File: config.mk
export PLATFORM = sky130hd
export DESIGN_NAME = tmr16_cmp_unit
export DESIGN_NICKNAME = d
export VERILOG_FILES = /design/src/rtl/tmr_pkg.sv /design/src/rtl/tmr_regs.sv /design/src/rtl/tmr_counter.sv /design/src/rtl/tmr_compare.sv /design/src/rtl/tmr16_cmp_unit.sv
export SDC_FILE = /design/constraint.sdc
export NUM_CORES = 1
export LEC_CHECK = 0
export ABC_AREA = 1
export BUFFER_PORTS_ARGS = -buffer_cell sky130_fd_sc_hd__buf_2
export CELL_PAD_IN_SITES_DETAIL_PLACEMENT = 1
export CELL_PAD_IN_SITES_GLOBAL_PLACEMENT = 2
export CORE_AREA = 4 4 74 128
export CTS_CLUSTER_SIZE = 24
export DETAILED_ROUTE_END_ITERATION = 8
export DIE_AREA = 0 0 78 132
export GPL_TIMING_DRIVEN = 0
export MAX_ROUTING_LAYER = met4
export PLACE_DENSITY_LB_ADDON = 0.1
export SYNTH_ARGS = -nofsm -noshare
export SYNTH_HDL_FRONTEND = slang
export SYNTH_SLANG_ARGS = --single-unit
File: constraint.sdc
create_clock -name clk_i -period 2.35 [get_ports clk_i]
set_input_delay 0.235 -clock clk_i [delete_from_list [all_inputs] [get_ports clk_i]]
set_output_delay 0.235 -clock clk_i [all_outputs]
set_load 0.03 [all_outputs]
File: src/rtl/tmr_pkg.sv
package tmr_pkg;
  localparam int ADDR_W = 3;

  typedef enum logic [ADDR_W-1:0] {
    REG_CTRL   = 3'd0,
    REG_FORCE  = 3'd1,
    REG_CNT_LO = 3'd2,
    REG_CNT_HI = 3'd3,
    REG_CMP_LO = 3'd4,
    REG_CMP_HI = 3'd5,
    REG_STAT   = 3'd6,
    REG_NONE   = 3'd7
  } reg_addr_e;

  typedef enum logic [1:0] {
    OUT_HOLD   = 2'b00,
    OUT_TOGGLE = 2'b01,
    OUT_CLEAR  = 2'b10,
    OUT_SET    = 2'b11
  } out_mode_e;

  typedef enum logic [1:0] {
    WM_NORMAL = 2'b00,
    WM_CTC    = 2'b01,
    WM_PWM_A  = 2'b10,
    WM_PWM_B  = 2'b11
  } wave_mode_e;
endpackage

File: src/rtl/tmr_regs.sv
module tmr_regs
  import tmr_pkg::*;
#(
  parameter int BUS_W = 8,
  localparam int CNT_W = 2 * BUS_W
) (
  input  logic              clk_i,
  input  logic              rst_ni,
  input  logic [ADDR_W-1:0] addr_i,
  input  logic              wr_i,
  input  logic              rd_i,
  input  logic [BUS_W-1:0]  wdata_i,
  input  logic [CNT_W-1:0]  cnt_i,
  input  logic              flag_i,
  output logic [BUS_W-1:0]  rdata_o,
  output wave_mode_e        mode_o,
  output out_mode_e         com_o,
  output logic [CNT_W-1:0]  cmp_o,
  output logic              cnt_wr_o,
  output logic [CNT_W-1:0]  cnt_wdata_o,
  output logic              force_o,
  output logic              flag_clr_o
);
  reg_addr_e        sel;
  logic [BUS_W-1:0] temp_q;
  logic [CNT_W-1:0] cmp_q;
  wave_mode_e       mode_q;
  out_mode_e        com_q;

  assign sel = reg_addr_e'(addr_i);

  // writes take priority over the read-side temp latch
  always_ff @(posedge clk_i or negedge rst_ni) begin
    if (!rst_ni) begin
      temp_q <= '0;
      cmp_q  <= '0;
      mode_q <= WM_NORMAL;
      com_q  <= OUT_HOLD;
    end else if (wr_i) begin
      case (sel)
        REG_CTRL: begin
          mode_q <= wave_mode_e'(wdata_i[1:0]);
          com_q  <= out_mode_e'(wdata_i[3:2]);
        end
        REG_CNT_HI, REG_CMP_HI: temp_q <= wdata_i;
        REG_CMP_LO:             cmp_q  <= {temp_q, wdata_i};
        default: ;
      endcase
    end else if (rd_i) begin
      case (sel)
        REG_CNT_LO: temp_q <= cnt_i[CNT_W-1:BUS_W];
        REG_CMP_LO: temp_q <= cmp_q[CNT_W-1:BUS_W];
        default: ;
      endcase
    end
  end

  always_comb begin
    rdata_o = '0;
    if (rd_i) begin
      case (sel)
        REG_CTRL: begin
          rdata_o[1:0] = mode_q;
          rdata_o[3:2] = com_q;
        end
        REG_CNT_LO:             rdata_o    = cnt_i[BUS_W-1:0];
        REG_CMP_LO:             rdata_o    = cmp_q[BUS_W-1:0];
        REG_CNT_HI, REG_CMP_HI: rdata_o    = temp_q;
        REG_STAT:               rdata_o[0] = flag_i;
        default:                rdata_o    = '0;
      endcase
    end
  end

  assign cnt_wr_o    = wr_i && (sel == REG_CNT_LO);
  assign cnt_wdata_o = {temp_q, wdata_i};
  // strobe only: never stored, inert under pulse-width codes
  assign force_o     = wr_i && (sel == REG_FORCE) && wdata_i[BUS_W-1] && !mode_q[1];
  assign flag_clr_o  = wr_i && (sel == REG_STAT) && wdata_i[0];
  assign mode_o      = mode_q;
  assign com_o       = com_q;
  assign cmp_o       = cmp_q;

  AST_RD_HI_TEMP: assert property (@(posedge clk_i) disable iff (!rst_ni)
    (wr_i && (sel == REG_CNT_HI)) |=> (!wr_i && rd_i && (sel == REG_CNT_HI)) -> (rdata_o == $past(wdata_i)))
    else $error("high byte read does not return holding register");
endmodule

File: src/rtl/tmr_counter.sv
module tmr_counter #(
  parameter int CNT_W = 16
) (
  input  logic             clk_i,
  input  logic             rst_ni,
  input  logic             tick_i,
  input  logic             load_i,
  input  logic [CNT_W-1:0] load_val_i,
  input  logic             clr_i,
  output logic [CNT_W-1:0] cnt_o,
  output logic             blk_o
);
  logic [CNT_W-1:0] cnt_q;
  logic             blk_q;

  // a load swallows a coincident tick and arms the one-tick block
  always_ff @(posedge clk_i or negedge rst_ni) begin
    if (!rst_ni) begin
      cnt_q <= '0;
      blk_q <= 1'b0;
    end else if (load_i) begin
      cnt_q <= load_val_i;
      blk_q <= 1'b1;
    end else if (tick_i) begin
      blk_q <= 1'b0;
      cnt_q <= clr_i ? '0 : cnt_q + 1'b1;
    end
  end

  assign cnt_o = cnt_q;
  assign blk_o = blk_q;

  AST_LOAD_TAKES: assert property (@(posedge clk_i) disable iff (!rst_ni)
    load_i |=> (cnt_q == $past(load_val_i)) && blk_q)
    else $error("counter load not taken");
  AST_IDLE_HOLD: assert property (@(posedge clk_i) disable iff (!rst_ni)
    (!load_i && !tick_i) |=> $stable(cnt_q))
    else $error("counter moved without tick");
endmodule

File: src/rtl/tmr_compare.sv
module tmr_compare
  import tmr_pkg::*;
#(
  parameter int CNT_W = 16
) (
  input  logic             clk_i,
  input  logic             rst_ni,
  input  logic             tick_i,
  input  logic             load_i,
  input  logic             blk_i,
  input  logic [CNT_W-1:0] cnt_i,
  input  logic [CNT_W-1:0] cmp_i,
  input  out_mode_e        com_i,
  input  logic             force_i,
  input  logic             flag_clr_i,
  output logic             match_o,
  output logic             wave_o,
  output logic             flag_o
);
  logic wave_q, wave_d, flag_q, act;

  assign match_o = tick_i && !load_i && !blk_i && (cnt_i == cmp_i);
  // real match and force collapse to a single application
  assign act     = match_o || force_i;

  always_comb begin
    wave_d = wave_q;
    if (act) begin
      case (com_i)
        OUT_TOGGLE: wave_d = ~wave_q;
        OUT_CLEAR:  wave_d = 1'b0;
        OUT_SET:    wave_d = 1'b1;
        default:    wave_d = wave_q;
      endcase
    end
  end

  always_ff @(posedge clk_i or negedge rst_ni) begin
    if (!rst_ni) begin
      wave_q <= 1'b0;
      flag_q <= 1'b0;
    end else begin
      wave_q <= wave_d;
      if (match_o)         flag_q <= 1'b1;
      else if (flag_clr_i) flag_q <= 1'b0;
    end
  end

  assign wave_o = wave_q;
  assign flag_o = flag_q;

  AST_WAVE_QUIET: assert property (@(posedge clk_i) disable iff (!rst_ni)
    (!match_o && !force_i) |=> $stable(wave_q))
    else $error("wave moved without match or force");
  AST_SET_OUT: assert property (@(posedge clk_i) disable iff (!rst_ni)
    (act && (com_i == OUT_SET)) |=> wave_q)
    else $error("set action failed");
  AST_FLAG_SET_WINS: assert property (@(posedge clk_i) disable iff (!rst_ni)
    match_o |=> flag_q)
    else $error("match did not raise flag");
  AST_FORCE_TOGGLE_ONCE: assert property (@(posedge clk_i) disable iff (!rst_ni)
    (match_o && force_i && (com_i == OUT_TOGGLE)) |=> (wave_q != $past(wave_q)))
    else $error("coincident force and match toggled twice");
endmodule

File: src/rtl/tmr16_cmp_unit.sv
module tmr16_cmp_unit
  import tmr_pkg::*;
#(
  parameter int BUS_W = 8,
  localparam int CNT_W = 2 * BUS_W
) (
  input  logic             clk_i,
  input  logic             rst_ni,
  input  logic [2:0]       addr_i,
  input  logic             wr_i,
  input  logic             rd_i,
  input  logic [BUS_W-1:0] wdata_i,
  output logic [BUS_W-1:0] rdata_o,
  input  logic             tick_i,
  output logic             wave_o,
  output logic             flag_o
);
  wave_mode_e       mode;
  out_mode_e        com;
  logic [CNT_W-1:0] cmp_val, cnt_q, cnt_wdata;
  logic             cnt_wr, force_stb, flag_clr, blk_q, match, ctc_clr;

  tmr_regs #(.BUS_W(BUS_W)) i_regs (
    .clk_i      (clk_i),
    .rst_ni     (rst_ni),
    .addr_i     (addr_i),
    .wr_i       (wr_i),
    .rd_i       (rd_i),
    .wdata_i    (wdata_i),
    .cnt_i      (cnt_q),
    .flag_i     (flag_o),
    .rdata_o    (rdata_o),
    .mode_o     (mode),
    .com_o      (com),
    .cmp_o      (cmp_val),
    .cnt_wr_o   (cnt_wr),
    .cnt_wdata_o(cnt_wdata),
    .force_o    (force_stb),
    .flag_clr_o (flag_clr)
  );

  assign ctc_clr = match && (mode == WM_CTC);

  tmr_counter #(.CNT_W(CNT_W)) i_counter (
    .clk_i     (clk_i),
    .rst_ni    (rst_ni),
    .tick_i    (tick_i),
    .load_i    (cnt_wr),
    .load_val_i(cnt_wdata),
    .clr_i     (ctc_clr),
    .cnt_o     (cnt_q),
    .blk_o     (blk_q)
  );

  tmr_compare #(.CNT_W(CNT_W)) i_compare (
    .clk_i     (clk_i),
    .rst_ni    (rst_ni),
    .tick_i    (tick_i),
    .load_i    (cnt_wr),
    .blk_i     (blk_q),
    .cnt_i     (cnt_q),
    .cmp_i     (cmp_val),
    .com_i     (com),
    .force_i   (force_stb),
    .flag_clr_i(flag_clr),
    .match_o   (match),
    .wave_o    (wave_o),
    .flag_o    (flag_o)
  );

  AST_FORCE_NO_FLAG: assert property (@(posedge clk_i) disable iff (!rst_ni)
    (force_stb && !match) |=> !$rose(flag_o))
    else $error("force raised flag");
  AST_FORCE_NO_CLEAR: assert property (@(posedge clk_i) disable iff (!rst_ni)
    (force_stb && tick_i && !match) |=> (cnt_q == CNT_W'($past(cnt_q) + 1'b1)))
    else $error("force disturbed counter");
  AST_LOAD_BLOCKS: assert property (@(posedge clk_i) disable iff (!rst_ni)
    (blk_q && tick_i && !flag_o) |=> !flag_o)
    else $error("blocked tick raised flag");
  AST_CTC_ZERO: assert property (@(posedge clk_i) disable iff (!rst_ni)
    (match && (mode == WM_CTC)) |=> (cnt_q == '0))
    else $error("clear-on-match failed");
  AST_NORMAL_WRAP: assert property (@(posedge clk_i) disable iff (!rst_ni)
    (tick_i && !cnt_wr && (mode == WM_NORMAL) && (cnt_q == '1)) |=> (cnt_q == '0))
    else $error("counter did not wrap");
  AST_FORCE_READS_ZERO: assert property (@(posedge clk_i) disable iff (!rst_ni)
    (rd_i && (addr_i == REG_FORCE)) |-> (rdata_o == '0))
    else $error("force register read nonzero");
endmodule

# [After elaboration in Yosys (flattened, before gate mapping)]
# Cells that the tools add are included.
# Widths: inputs -> output; s select.
[totals] output_inout_bits=10 regBits=47
[classes] n_reduce_logical=25 addsub=1 bitwise_logic=1 n_eq_ne=12 mux=16
[ops] cell="$mux 16" n=3
[ops] cell="$mux 8" n=4
[ops] cell="$add 16x1->16 const B" n=1
[ops] cell="$eq 16x16->1" n=1
[ops] cell="$pmux 8 s2" n=1
[ops] cell="$pmux 3 s4" n=1
[ops] cell="$pmux 4 s3" n=1
[ops] cell="$logic_and 1x1->1" n=10
[ops] cell="$eq 3x3->1 const B" n=3
[ops] cell="$eq 3x2->1 const B" n=2
[ops] cell="$reduce_and 2->1" n=3
[ops] cell="$reduce_bool 2->1" n=3
[ops] cell="$reduce_bool 3->1" n=2
[ops] cell="$pmux 1 s5" n=1
[ops] cell="$eq 2x1->1 const B" n=2
[ops] cell="$eq 2x2->1 const B" n=2
[ops] cell="$mux 1" n=4
[ops] cell="$eq 3x1->1 const B" n=1
[ops] cell="$logic_not 1->1" n=3
[ops] cell="$logic_not 3->1" n=1
[ops] cell="$pmux 1 s3" n=1
[ops] cell="$reduce_and 3->1" n=1
[ops] cell="$ne 2x1->1 const B" n=1
[ops] cell="$reduce_or 2->1" n=1
[ops] cell="other kinds (2)" n=2

# [Logic depth before layout (Yosys ltp)]
[depth] depth_word=10 depth_mapped=11 mapped_depth_nobuf=11

# [Hierarchy]
# From an unflattened synthesis, not the netlist that was laid out.
[hier_totals] hier_cells=496 hier_area_um2=3380.7
[modules_own_cells] mod="tmr_regs" cells_each=240 seq_area_each_um2=700.7 area_per_inst_um2=1756.7 n_inst=1
[modules_own_cells] mod="tmr_counter" cells_each=161 seq_area_each_um2=425.4 area_per_inst_um2=1142.3 n_inst=1
[modules_own_cells] mod="tmr_compare" cells_each=93 seq_area_each_um2=50.0 area_per_inst_um2=471.7 n_inst=1
[modules_own_cells] mod="tmr16_cmp_unit" cells_each=2 seq_area_each_um2=0.0 area_per_inst_um2=10.0 n_inst=1

# [Worst setup path after synthesis]
# No wires, ideal clock.
[synth_timing] path_kind="input to output" from="input addr_i[1]" to="output rdata_o[0]" cell_stages=6 arrival_ns=1.293 required_time_ns=2.115 path_slack_ns=0.822 path_cell_list="nor2_1 nand2_2 buf_2 o221ai_1 nor2_1 nor2_1"
[synth_between] elab_chain_len=4 word_cells_on_any_way=9 cone_classes="eq/ne (5); mux (2); reduce/logical (2)"
[synth_lines] item="start, declared" line="tmr16_cmp_unit.sv:9" rtl="input logic [2:0] addr_i,"
[synth_lines] item="$eq 3x2->1 or $eq 3x3->1 (tied branches)" line="tmr_regs.sv:61" rtl="case (sel)"
[synth_lines] item="$reduce_or 2->1" line="tmr_regs.sv:61"
[synth_lines] item="$pmux 1 s5 (*)" line="tmr_regs.sv:61"
[synth_lines] item="$mux 8 (*)" line="tmr_regs.sv:60" rtl="if (rd_i) begin"
[synth_lines] item="end, declared" line="tmr16_cmp_unit.sv:13" rtl="output logic [BUS_W-1:0] rdata_o,"
# Every way passes the cells marked *; elsewhere a longest branch is shown, timed or not.

# [Worst setup path after layout]
[layout_timing] from="register i_counter.cnt_q[0], in the netlist i_counter.cnt_o[0]" to="register i_counter.cnt_q[14], in the netlist i_counter.cnt_o[14]"
[layout_between] elab_chain_len=6 word_cells_on_any_way=7 cone_classes="add/sub (1); eq/ne (1); mux (3); reduce/logical (2)"
[layout_lines] item="start, declared" line="tmr_counter.sv:13" rtl="logic [CNT_W-1:0] cnt_q;"
[layout_lines] item="start signal, assigned" line="tmr_counter.sv:22" rtl="cnt_q <= load_val_i;"
[layout_lines] item="start signal, assigned" line="tmr_counter.sv:26" rtl="cnt_q <= clr_i ? '0 : cnt_q + 1'b1;"
[layout_lines] item="parallel branches: the longest is 3 deep, another holds $add 16x1->16"
[layout_lines] item="$mux 16 (*)" line="tmr_counter.sv:26"
[layout_lines] item="$mux 16 (*)" line="tmr_counter.sv:24" rtl="end else if (tick_i) begin"
[layout_lines] item="$mux 16 (*)" line="tmr_counter.sv:21" rtl="end else if (load_i) begin"
# Mark *: on every way between the ends. The select of a mux whose other input is x is not followed.
# A chain may end at the register's enable or synchronous reset.

==> insert_results.sql <==
INSERT INTO impl_metrics (metric_group, metric, value, unit) VALUES
('status', 'status', 'finished clean', ''),
('setup_path', 'crit_path_top_delay_cell', 'sky130_fd_sc_hd__dfrtp_1', ''),
('synthesis', 'syn-mean-instance-area', '7.003', 'µm²'),
('finish', 'nNetsFinal', '476', ''),
('min_path', 'min_path_type', 'input port to async pin', ''),
('setup_path', 'critPathKind', 'flop to flop', ''),
('finish', 'antennaDiodeCount', '0', ''),
('synthesis', 'ys_dominant_reg_cell', 'sky130_fd_sc_hd__dfrtp_1', ''),
('clock_network', 'clk_lat_worst_skew', '0.30', 'ns'),
('place', 'buffer_ports.inserted', '25', ''),
('timing', 'skew', '0.008538', 'ns'),
('clock_network', 'cts_setup_buffers', '0', ''),
('synthesis', 'muxShareOfSynthArea', '0', ''),
('timing', 'report.final.setup_viol', '0', ''),
('place', 'dpl.hpwl', '8243', 'µm'),
('synthesis', 'synth.distinct_cells', '30', ''),
('timing', 'finalCritPeriodShare', '0.8180', ''),
('global_routing', 'grt_pass1_wl', '16960', 'µm'),
('setup_path', 'nature_of_the_critical_path_endpoint', 'flop', ''),
('global_routing', 'number_of_antenna_violations_at_the_first_check_in_global_routing', '0', ''),
('setup_path', 'critPathTopFamily', 'simple AND/OR/NAND/NOR gates', ''),
('floorplanning', 'die_w', '78', 'µm'),
('floorplanning', 'die_h', '132', 'µm'),
('setup_path', 'series_of_cell_instances_along_the_critical_path', 'ha_1 > nand2_1 > nor2_1 > nand2_1 > nor2_1 > nand2_1 > nand2_1 > nand2_1 > nand3_1 > nand2_1', ''),
('global_routing', 'grt_use_total', '0.2231', ''),
('synthesis', 'post_synth_and_or_nand_nor_area_fraction', '0.2686', ''),
('clock_network', 'cts_inserted_buffers', '5', ''),
('routing', 'drc_violations_left', '0', ''),
('synthesis', 'netlist_area', '2990', 'µm²'),
('timing', 'final.setup.tns', '0', 'ns'),
('floorplanning', 'num_rows', '45', ''),
('setup_path', 'critPathArrivalTime', '2.11', 'ns'),
('clock_network', 'quantity_of_gates_resized_following_cts', '0', ''),
('synthesis', 'yosysTopAreaCellShare', '0.3933', ''),
('clock_network', 'numClockSinks', '47', ''),
('synthesis', 'synthesized_area_fraction_occupied_by_ao_oa_aoi_and_oai_cells', '0.1753', ''),
('synthesis', 'total_of_warnings_raised_by_yosys', '0', ''),
('synthesis', 'combinational_family_with_the_most_area_after_synthesis', 'simple AND/OR/NAND/NOR gates', ''),
('finish', 'syn_to_final_growth', '14.44', '%'),
('routing', 'detail_route.wl_per_cell', '18.28', 'µm'),
('timing', 'finalCriticalPeriod', '1.922', 'ns'),
('timing', 'timing.max_slew.rel_slack', '0.2218', ''),
('place', 'setup_ws_pre_cts', '0.3908', 'ns'),
('pwr', 'power_density', '847.9', 'nW/µm²'),
('floorplanning', 'starting_utilization_of_the_core_area', '0.3517', ''),
('clock_network', 'cts_buffer_depth', '2', ''),
('place', 'globalplace.congestion', '0.8383', ''),
('clock_network', 'cts.htree.levels', '2', ''),
('timing', 'grt_setup_unrepaired', 'false', ''),
('timing', 'report.final.slew_viol_count', '0', ''),
('synthesis', 'synthTopCellsByCount', 'sky130_fd_sc_hd__nand2_1 (115), sky130_fd_sc_hd__inv_1 (80), sky130_fd_sc_hd__dfrtp_1 (47), sky130_fd_sc_hd__o21ai_0 (35), sky130_fd_sc_hd__nor2_1 (33)', ''),
('synthesis', 'synth_seq_cells', '47', ''),
('clock_network', 'clockRootBuffer', 'sky130_fd_sc_hd__clkbuf_16', ''),
('synthesis', 'syn_nets', '444', ''),
('setup_path', 'cpPeakStageDelay', '0.42', 'ns'),
('synthesis', 'post_synth_fa_ha_maj_area_fraction', '0.004184', ''),
('clock_network', 'clock_tree_from_tritoncts', 'built', ''),
('setup_path', 'worst_ep_required_time', '2.54', 'ns'),
('synthesis', 'netlist_instances', '427', ''),
('floorplanning', 'fp.coreArea', '8502', 'µm²'),
('routing', 'route.antenna.remaining_nets', '0', ''),
('setup_path', 'critical_path.max_fanout', '5', ''),
('global_routing', 'largest_net_degree_at_the_start_of_global_routing', '48', ''),
('timing', 'final.setup.worst_slack', '0.4277', 'ns'),
('synthesis', 'synth_seq_area_share', '0.3933', ''),
('timing', 'finalHoldViolations', '0', ''),
('synthesis', 'most_instantiated_library_cell_after_synthesis', 'sky130_fd_sc_hd__nand2_1', ''),
('setup_path', 'start_kind', 'flop', ''),
('run', 'max_cap_viol_count', '0', ''),
('clock_network', 'clk_pin_slew', '0.07', 'ns'),
('global_routing', 'grt_remaining_overflow', '0', '');
==> metrics by stage <==
step	instance area [µm²]	power, mW	util	instances	hold WS [ns]
2_1_floorplan	2990	1.813	-	427	-0.06059
3_3_place_gp	3262	2.128	0.3837	569	0.4703
3_5_place_dp	3262	2.151	0.3837	569	0.4704
4_1_cts	3422	2.954	0.4025	577	0.2034
5_1_grt	3422	3.137	0.4025	577	0.2117
6_report	3422	2.901	0.4025	577	0.1624
==> where the power goes <==
part	leakage [nW]	total (mW)	internal (mW)	switching, mW
combinational	1.06	0.948	0.317	0.631
sequential	0.598	1.17	1.00	0.171
clock	0.0761	0.782	0.453	0.329
total	1.73	2.90	1.77	1.13
==> layout by cell type, fill, tap and decap left out, types with 2 or more instances in the layout <==
master | netlist | final
sky130_fd_sc_hd__nand2_1 | 115 | 115
sky130_fd_sc_hd__o21ai_0 | 35 | 35
sky130_fd_sc_hd__xor2_1 | 8 | 8
sky130_fd_sc_hd__clkbuf_1 | 2 | 2
sky130_fd_sc_hd__dfrtp_1 | 47 | 47
sky130_fd_sc_hd__xnor2_1 | 2 | 2
sky130_fd_sc_hd__clkbuf_16 | 0 | 5
sky130_fd_sc_hd__o21ai_2 | 2 | 2
sky130_fd_sc_hd__nand2_2 | 2 | 2
sky130_fd_sc_hd__nor2_1 | 33 | 33
sky130_fd_sc_hd__nand3_1 | 32 | 32
sky130_fd_sc_hd__buf_6 | 2 | 2
sky130_fd_sc_hd__nor3_1 | 3 | 3
sky130_fd_sc_hd__o211ai_1 | 12 | 12
sky130_fd_sc_hd__o22ai_1 | 28 | 28
sky130_fd_sc_hd__buf_2 | 5 | 30
sky130_fd_sc_hd__inv_1 | 80 | 80
sky130_fd_sc_hd__clkbuf_8 | 0 | 2
sky130_fd_sc_hd__a21oi_1 | 6 | 6
==> routing by layer <==
metal,wire length [µm],GRT usage,up-vias
met5,0,-,-
met4,450,0.1002,0
met3,158,0.02599,18
met2,5726,0.3979,30
met1,4213,0.2437,1419
li1,-,-,1433
==> registers in the layout (all words and copies together) (netlist names) <==
register	flops
i_regs.mode_o	2
i_counter.cnt_o	16
i_counter.blk_o	1
i_regs.cmp_o	16
i_regs.temp_q	8
i_compare.flag_o	1
i_regs.com_o	2
i_compare.wave_o	1
==> worst register-to-register path, cell delays in order, from the launching register on <==
cell and delay [ns]:
sky130_fd_sc_hd__dfrtp_1 0.42, sky130_fd_sc_hd__ha_1 0.21, sky130_fd_sc_hd__nand2_1 0.08, sky130_fd_sc_hd__nor2_1 0.40, sky130_fd_sc_hd__nand2_1 0.14, sky130_fd_sc_hd__nor2_1 0.27
sky130_fd_sc_hd__nand2_1 0.09, sky130_fd_sc_hd__nand2_1 0.07, sky130_fd_sc_hd__nand2_1 0.04, sky130_fd_sc_hd__nand3_1 0.07, sky130_fd_sc_hd__nand2_1 0.05
==> layout make-up <==
class	instances	area (µm²)	share of cell area
Buffer	10	62.56	0.01828
Sequential cell	47	1176	0.3437
Tap cell	117	146.4	0.04278
Multi-Input combinational cell	288	1444	0.4219
Clock inverter	1	7.507	0.002194
Timing Repair Buffer	25	125.1	0.03656
Clock buffer	7	152.6	0.04461
Inverter	82	307.8	0.08995
==> logic make-up (layout without fill, tap and decap cells) <==
group | count (synthesis) | count (layout)
flip-flops | 47 | 47
AND/OR/NAND/NOR | 190 | 190
adder cells (fa/ha/maj) | 1 | 1
buffers and inverters | 92 | 125
AO/OA/AOI/OAI | 86 | 86
XOR/XNOR | 11 | 11
==> path summary, 6_finish.rpt <==
| check | from | end | cells past startpoint |
|---|---|---|---|
| max | i_counter.cnt_o[0]$_DFFE_PN0P_ | i_counter.cnt_o[14]$_DFFE_PN0P_ | 10 |
| min | rst_ni | i_regs.com_o[0]$_DFFE_PN0P_ | 1 |
| max reg2reg | i_counter.cnt_o[0]$_DFFE_PN0P_ | i_counter.cnt_o[14]$_DFFE_PN0P_ | 10 |
| min reg2reg | i_regs.cmp_o[0]$_DFFE_PN0P_ | i_regs.cmp_o[0]$_DFFE_PN0P_ | 2 |
| max in group asynchronous | rst_ni | i_counter.cnt_o[0]$_DFFE_PN0P_ | 1 |
| min in group clk_i | wdata_i[6] | i_regs.temp_q[6]$_DFFE_PN0P_ | 3 |
Power figures use the tool's default switching activity.
